===== src/rtl/dds_ctl_pkg.sv =====
// Package: shared sizes and reset defaults for the frequency control register file.
// Assumes byte-wide registers, two frequency words and three control bytes.
package dds_ctl_pkg;
    localparam int BYTE_W   = 8;
    localparam int ADDR_W   = 4;
    localparam int FREQ_W   = 48;
    localparam int WORD_B   = FREQ_W / BYTE_W;
    localparam int NREG     = 2 * WORD_B + 3;
    localparam int OPT_IDX  = 2 * WORD_B;
    localparam int ENA_IDX  = 2 * WORD_B + 1;
    localparam int CFG_IDX  = 2 * WORD_B + 2;
    localparam int FLAT_W   = NREG * BYTE_W;

    // Default value of one register byte after reset.
    function automatic logic [BYTE_W-1:0] reg_default(input int idx);
        if (idx == WORD_B - 1)
            return BYTE_W'(8'h40);
        else if (idx == ENA_IDX)
            return BYTE_W'(8'hC0);
        else
            return '0;
    endfunction

    // Defaults of the whole bank packed into one vector.
    function automatic logic [FLAT_W-1:0] flat_default();
        logic [FLAT_W-1:0] v;
        v = '0;
        for (int i = 0; i < NREG; i++)
            v[i*BYTE_W +: BYTE_W] = reg_default(i);
        return v;
    endfunction
endpackage


===== src/rtl/dds_wr_capture.sv =====
// Write capture: turns a rising edge on the write strobe, qualified by the
// active-low enable, into a one-cycle write pulse in the clk domain.
// Assumes the strobe is synchronous to clk and toggles no faster than clk/2.
// The first edge after reset release is refused.
module dds_wr_capture #(
    parameter int AW = 4,
    parameter int DW = 8
) (
    input  logic          clk,
    input  logic          rst_n,
    input  logic          wr_stb,
    input  logic          wr_en_n,
    input  logic [AW-1:0] wr_addr,
    input  logic [DW-1:0] wr_data,
    output logic          wr_go,
    output logic [AW-1:0] wr_a,
    output logic [DW-1:0] wr_d
);
    logic stb_q;
    logic rdy;

    // Remember the strobe level and open the port one edge after reset.
    always_ff @(posedge clk) begin
        if (!rst_n) begin
            stb_q <= 1'b0;
            rdy   <= 1'b0;
        end else begin
            stb_q <= wr_stb;
            rdy   <= 1'b1;
        end
    end

    assign wr_go = wr_stb & ~stb_q & ~wr_en_n & rdy;
    assign wr_a  = wr_addr;
    assign wr_d  = wr_data;

    // a held strobe never yields two pulses in a row
    a_r7_single_pulse: assert property (@(posedge clk) disable iff (!rst_n)
        wr_go |=> !wr_go);
endmodule


===== src/rtl/dds_upd_sync.sv =====
// Update synchronizer: two flops harden the asynchronous active-low update
// pin against metastability. upd_on is high while the synchronized pin is low.
module dds_upd_sync (
    input  logic clk,
    input  logic rst_n,
    input  logic update_n,
    output logic upd_on
);
    logic s1;
    logic s2;

    // Shift the pin level through two stages; reset to the idle (high) level.
    always_ff @(posedge clk) begin
        if (!rst_n) begin
            s1 <= 1'b1;
            s2 <= 1'b1;
        end else begin
            s1 <= update_n;
            s2 <= s1;
        end
    end

    assign upd_on = ~s2;
endmodule


===== src/rtl/dds_master_bank.sv =====
// Master bank: NREG byte registers written by the capture pulse, each loaded
// with its own default at reset. The contents are presented as one flat vector.
module dds_master_bank
    import dds_ctl_pkg::*;
#(
    parameter int AW = ADDR_W,
    parameter int DW = BYTE_W,
    parameter int NR = NREG
) (
    input  logic           clk,
    input  logic           rst_n,
    input  logic           wr_go,
    input  logic [AW-1:0]  wr_a,
    input  logic [DW-1:0]  wr_d,
    output logic [NR*DW-1:0] m_flat
);
    for (genvar g = 0; g < NR; g++) begin : g_byte
        logic [DW-1:0] m;

        // Load this byte when the write pulse addresses it.
        always_ff @(posedge clk) begin
            if (!rst_n)
                m <= DW'(reg_default(g));
            else if (wr_go && wr_a == AW'(g))
                m <= wr_d;
        end

        assign m_flat[g*DW +: DW] = m;

        // an addressed write lands in exactly this byte
        a_r2_byte_load: assert property (@(posedge clk) disable iff (!rst_n)
            (wr_go && wr_a == AW'(g)) |=> m_flat[g*DW +: DW] == $past(wr_d));
    end
endmodule


===== src/rtl/dds_ctl_regfile.sv =====
// Top: double-buffered control register file. Writes fill the master bank.
// A commit (address 15 written, or the synchronized update pin low) copies
// the whole bank to the slave copy that drives the outputs.
// Assumes the write strobe is synchronous to clk at no more than clk/2.
module dds_ctl_regfile
    import dds_ctl_pkg::*;
#(
    parameter int AW = ADDR_W,
    parameter int DW = BYTE_W,
    parameter int FW = FREQ_W
) (
    input  logic          clk,
    input  logic          rst_n,
    input  logic          wr_stb,
    input  logic          wr_en_n,
    input  logic [AW-1:0] wr_addr,
    input  logic [DW-1:0] wr_data,
    input  logic          update_n,
    output logic [FW-1:0] center_word,
    output logic [FW-1:0] offset_word,
    output logic [DW-1:0] serial_opts,
    output logic [DW-1:0] enable_ctl,
    output logic [DW-1:0] test_cfg
);
    localparam int NR       = NREG;
    localparam int TOT_W    = NR * DW;
    localparam int COMMIT_A = (1 << AW) - 1;

    logic             wr_go;
    logic [AW-1:0]    wr_a;
    logic [DW-1:0]    wr_d;
    logic             upd_on;
    logic             commit;
    logic [TOT_W-1:0] m_flat;
    logic [TOT_W-1:0] s_flat;

    dds_wr_capture #(.AW(AW), .DW(DW)) u_cap (
        .clk(clk), .rst_n(rst_n), .wr_stb(wr_stb), .wr_en_n(wr_en_n),
        .wr_addr(wr_addr), .wr_data(wr_data),
        .wr_go(wr_go), .wr_a(wr_a), .wr_d(wr_d)
    );

    dds_upd_sync u_sync (
        .clk(clk), .rst_n(rst_n), .update_n(update_n), .upd_on(upd_on)
    );

    dds_master_bank #(.AW(AW), .DW(DW), .NR(NR)) u_bank (
        .clk(clk), .rst_n(rst_n), .wr_go(wr_go), .wr_a(wr_a),
        .wr_d(wr_d), .m_flat(m_flat)
    );

    assign commit = upd_on | (wr_go && wr_a == AW'(COMMIT_A));

    // Slave copy: take the whole master bank in one edge on a commit.
    always_ff @(posedge clk) begin
        if (!rst_n)
            s_flat <= TOT_W'(flat_default());
        else if (commit)
            s_flat <= m_flat;
    end

    assign center_word = s_flat[0 +: FW];
    assign offset_word = s_flat[FW +: FW];
    assign serial_opts = s_flat[OPT_IDX*DW +: DW];
    assign enable_ctl  = s_flat[ENA_IDX*DW +: DW];
    assign test_cfg    = s_flat[CFG_IDX*DW +: DW];

    // without a commit the slave copy does not move
    a_r3_slave_hold: assert property (@(posedge clk) disable iff (!rst_n)
        !commit |=> $stable(s_flat));

    // a commit copies the master bank as it stood at the edge
    a_r4_commit_copy: assert property (@(posedge clk) disable iff (!rst_n)
        commit |=> s_flat == $past(m_flat));
endmodule


===== config.mk =====
export PLATFORM = sky130hd
export DESIGN_NAME = dds_ctl_regfile
export DESIGN_NICKNAME = d
export VERILOG_FILES = /design/src/rtl/dds_ctl_pkg.sv /design/src/rtl/dds_wr_capture.sv /design/src/rtl/dds_upd_sync.sv /design/src/rtl/dds_master_bank.sv /design/src/rtl/dds_ctl_regfile.sv
export SDC_FILE = /design/constraint.sdc
export NUM_CORES = 1
export LEC_CHECK = 0
export ABC_AREA = 1
export ABC_CLOCK_PERIOD_IN_PS = 4200
export BUFFER_PORTS_ARGS = -buffer_cell sky130_fd_sc_hd__buf_2
export CAP_MARGIN = 20
export CORE_AREA = 2 2 222 159
export DETAILED_ROUTE_END_ITERATION = 10
export DIE_AREA = 0 0 224 161
export SYNTH_ARGS = -nofsm -noshare
export SYNTH_HDL_FRONTEND = slang
export SYNTH_SLANG_ARGS = --single-unit

===== constraint.sdc =====
create_clock -name clk -period 4.2 [get_ports clk]
set_clock_uncertainty 0.2 [all_clocks]
set_input_delay 0.42 -clock clk [delete_from_list [all_inputs] [get_ports clk]]
set_output_delay 0.42 -clock clk [all_outputs]
set_load 0.005 [all_outputs]

==> impl_metrics.json <==
{
  "grt_most_used_layer": "met1",
  "die_w_um": 224,
  "via_count": 8778,
  "cpPeakStageDelay_ps": 630,
  "hold_violations": 0,
  "placedCellCount": 1847,
  "gr-usage-met2_pct": 22.4,
  "drive_above_1_share_pct": 18.3,
  "power_density_nw_per_um2": 439,
  "grt_overflow_total": 0,
  "htree_levels": 1,
  "status": "complete, no violations",
  "crit_fanout": 71,
  "hold_buffers": 4,
  "path_clk_slew_ps": 60,
  "min_path_type": "input pin to register",
  "cts-resized-gates": 0,
  "worstSetupStartpoint": "wr_stb",
  "holdWs_ps": 199,
  "post-cts-setup-buffers": 0,
  "areaGrowthSynthToFinish_pct": 17.6,
  "core_area_um2": 34000,
  "criticalPathCategory": "input pin to register",
  "dp_hpwl_um": 17100,
  "syn_nets": 1371,
  "min_delay_path_depth": 3,
  "synth_area_um2": 10100,
  "netlist.area_leader.share_pct": 48.5,
  "worstReg2RegEnd": "u_bank.g_byte[1].m[5]",
  "rows": 57,
  "crit_path_top_delay_cell": "buf_4",
  "drc_errors": 0,
  "syn-instance-count": 1354,
  "routed_wire_length_per_instance_um": 14.7,
  "place_congestion": 0.740,
  "tritoncts": "done",
  "synth_top_area_cell": "dfxtp_1",
  "cp_data_arrival_time_ps": 2880,
  "synth_area_leaders": "dfxtp_1, nor2_1, a21oi_1, nand2_1, nand3_2",
  "cp_common_cell": "nor2_1",
  "dr.pass1.iters": 5,
  "fillCellCount": 3598,
  "start_kind": "input pin",
  "cp_cell_sequence": "dlygate4sd3_1, buf_2, nand2_2, nor2_4, buf_4, nand2_1, inv_1, nor2_1, nor2_1",
  "die_area_um2": 36100,
  "critPathCapture": "u_bank.g_byte[1].m[5]",
  "numCtsBuffers": 26,
  "io_buffers": 136,
  "cp-end-kind": "register",
  "yosysWarnings": 0,
  "layout.cells.non_filler": 1899,
  "ys_seq_area_share_pct": 48.5,
  "ys_ff_latch": 244,
  "nNetsFinal": 1454,
  "r2r_slack_ps": 1790,
  "drt_iter0_drc": 613,
  "leakagePower_nw": 5.67,
  "fp.dieH_um": 161,
  "drt.antenna.violating_nets": 0,
  "grt_pass1_vias": 8068,
  "drt-vias-per-instance": 4.62,
  "final.setup.tns_ps": 0,
  "multi_input_comb_area_um2": 4210,
  "tightest_slew_ps": 1040,
  "diodes": 0,
  "maxSlewHeadroom_pct": 30.8,
  "grt_pass1_wl_um": 44700,
  "grt_usage_pct": 15.3,
  "root_buffer": "clkbuf_16",
  "hold_path.startpoint": "wr_data[7]",
  "maxCapViolations": 0,
  "setup_viol": 0,
  "cts.sink_count": 244,
  "period_needed_ps": 2600,
  "use_met3_pct": 2.69,
  "ff_latch_area_um2": 4890,
  "reg2regPathDepth": 8,
  "start_util_pct": 29.6,
  "grtUsageMet1_pct": 23.3,
  "post-route-period-util_pct": 62.0,
  "synth_area_per_cell_um2": 7.44,
  "routed_wl_um": 28000,
  "clock_latency_ps": 550,
  "ys_types": 18,
  "rsz0062_at_grt": "no",
  "finish.utilization_pct": 34.8,
  "fmax_mhz": 384,
  "io_pins": 137,
  "grt_max_degree": 117,
  "ir_worst_vdd_mv": 0.223,
  "antenna_found_initial": 0,
  "regToRegStartpoint": "u_cap.stb_q",
  "worstPathRequired_ps": 4470,
  "cts.path.max_buffers": 3,
  "maxSlewViolCount": 0
}
==> flip-flops by register name (all words and copies together), names as in the netlist <==
signal           cells
u_cap.stb_q          1
u_bank.g_byte.m    120
u_cap.rdy            1
u_sync.s2            1
s_flat             120
u_sync.s1            1
==> through the flow <==
step | area, µm² | setup WS, ps | total power, mW
floorplan | 10100 | 2620 | 2.72
global placement | 10900 | 1440 | 2.86
detailed placement | 10900 | 1400 | 2.87
CTS | 11800 | 1650 | 5.28
global route | 11800 | 1420 | 5.43
finish | 11800 | 1600 | 5.20
==> where the power goes <==
part | switching (mW) | internal, mW | total [mW]
Combinational | 0.252 | 0.150 | 0.401
Clock | 0.974 | 1.41 | 2.38
Sequential | 0.0396 | 2.38 | 2.42
==> critical path: cells and delay by family <==
family,cells,cell delay (ps)
buffers and inverters,4,1580
AND/OR/NAND/NOR,5,840
==> worst min-delay path by stage <==
stage,to,slack [ps]
floorplan,u_sync.s2,190
global placement,u_sync.s2,200
detailed placement,u_sync.s2,200
global route,u_bank.g_byte[3].m[5],200
finish,u_bank.g_byte[13].m[7],200
CTS,u_bank.g_byte[13].m[7],180
==> layout by cell type (no fill, tap or decap), types with 7 or more instances in the layout <==
cell type / instances
nor2_1: 248
dfxtp_1: 243
nand2_1: 206
a21oi_1: 173
buf_2: 135
inv_1: 130
nand3_1: 119
nand3_2: 63
o21ai_0: 61
clkbuf_16: 27
nor2_2: 7
==> cells in the mapped netlist <==
library cell and count:
a21oi_1 173, buf_1 13, buf_2 25, buf_4 6, buf_6 12, clkbuf_1 37
dfxtp_1 244, inv_1 131, inv_2 2, nand2_1 206, nand2_2 4, nand3_1 119
nand3_2 63, nor2_1 248, nor2_2 7, nor2_4 1, o21ai_0 61, or2_2 2
==> metal layers <==
layer	vias up	share of wire (%)
met5	-	0
met4	0	1.6
met3	33	5.0
met2	207	41
met1	4057	52
li1	4481	-
==> cell families (layout without fill, tap and decap cells) <==
logic type             Yosys count  in the layout  share of synthesized area, %
DFF                            244            244                          48.5
buffers and inverters          226            329                          9.85
AOI/OAI and AO/OA              234            234                          11.6
and+or+nand+nor                650            650                          30.0
==> layout make-up <==
type	instances	area share, %
clock buffer	39	6.59
clock inverter	9	0.877
inverter	133	4.21
multi-input combinational	884	35.5
sequential	244	41.3
tap	442	4.67
timing repair buffer	148	6.86
(Power assumes the default switching activity.)
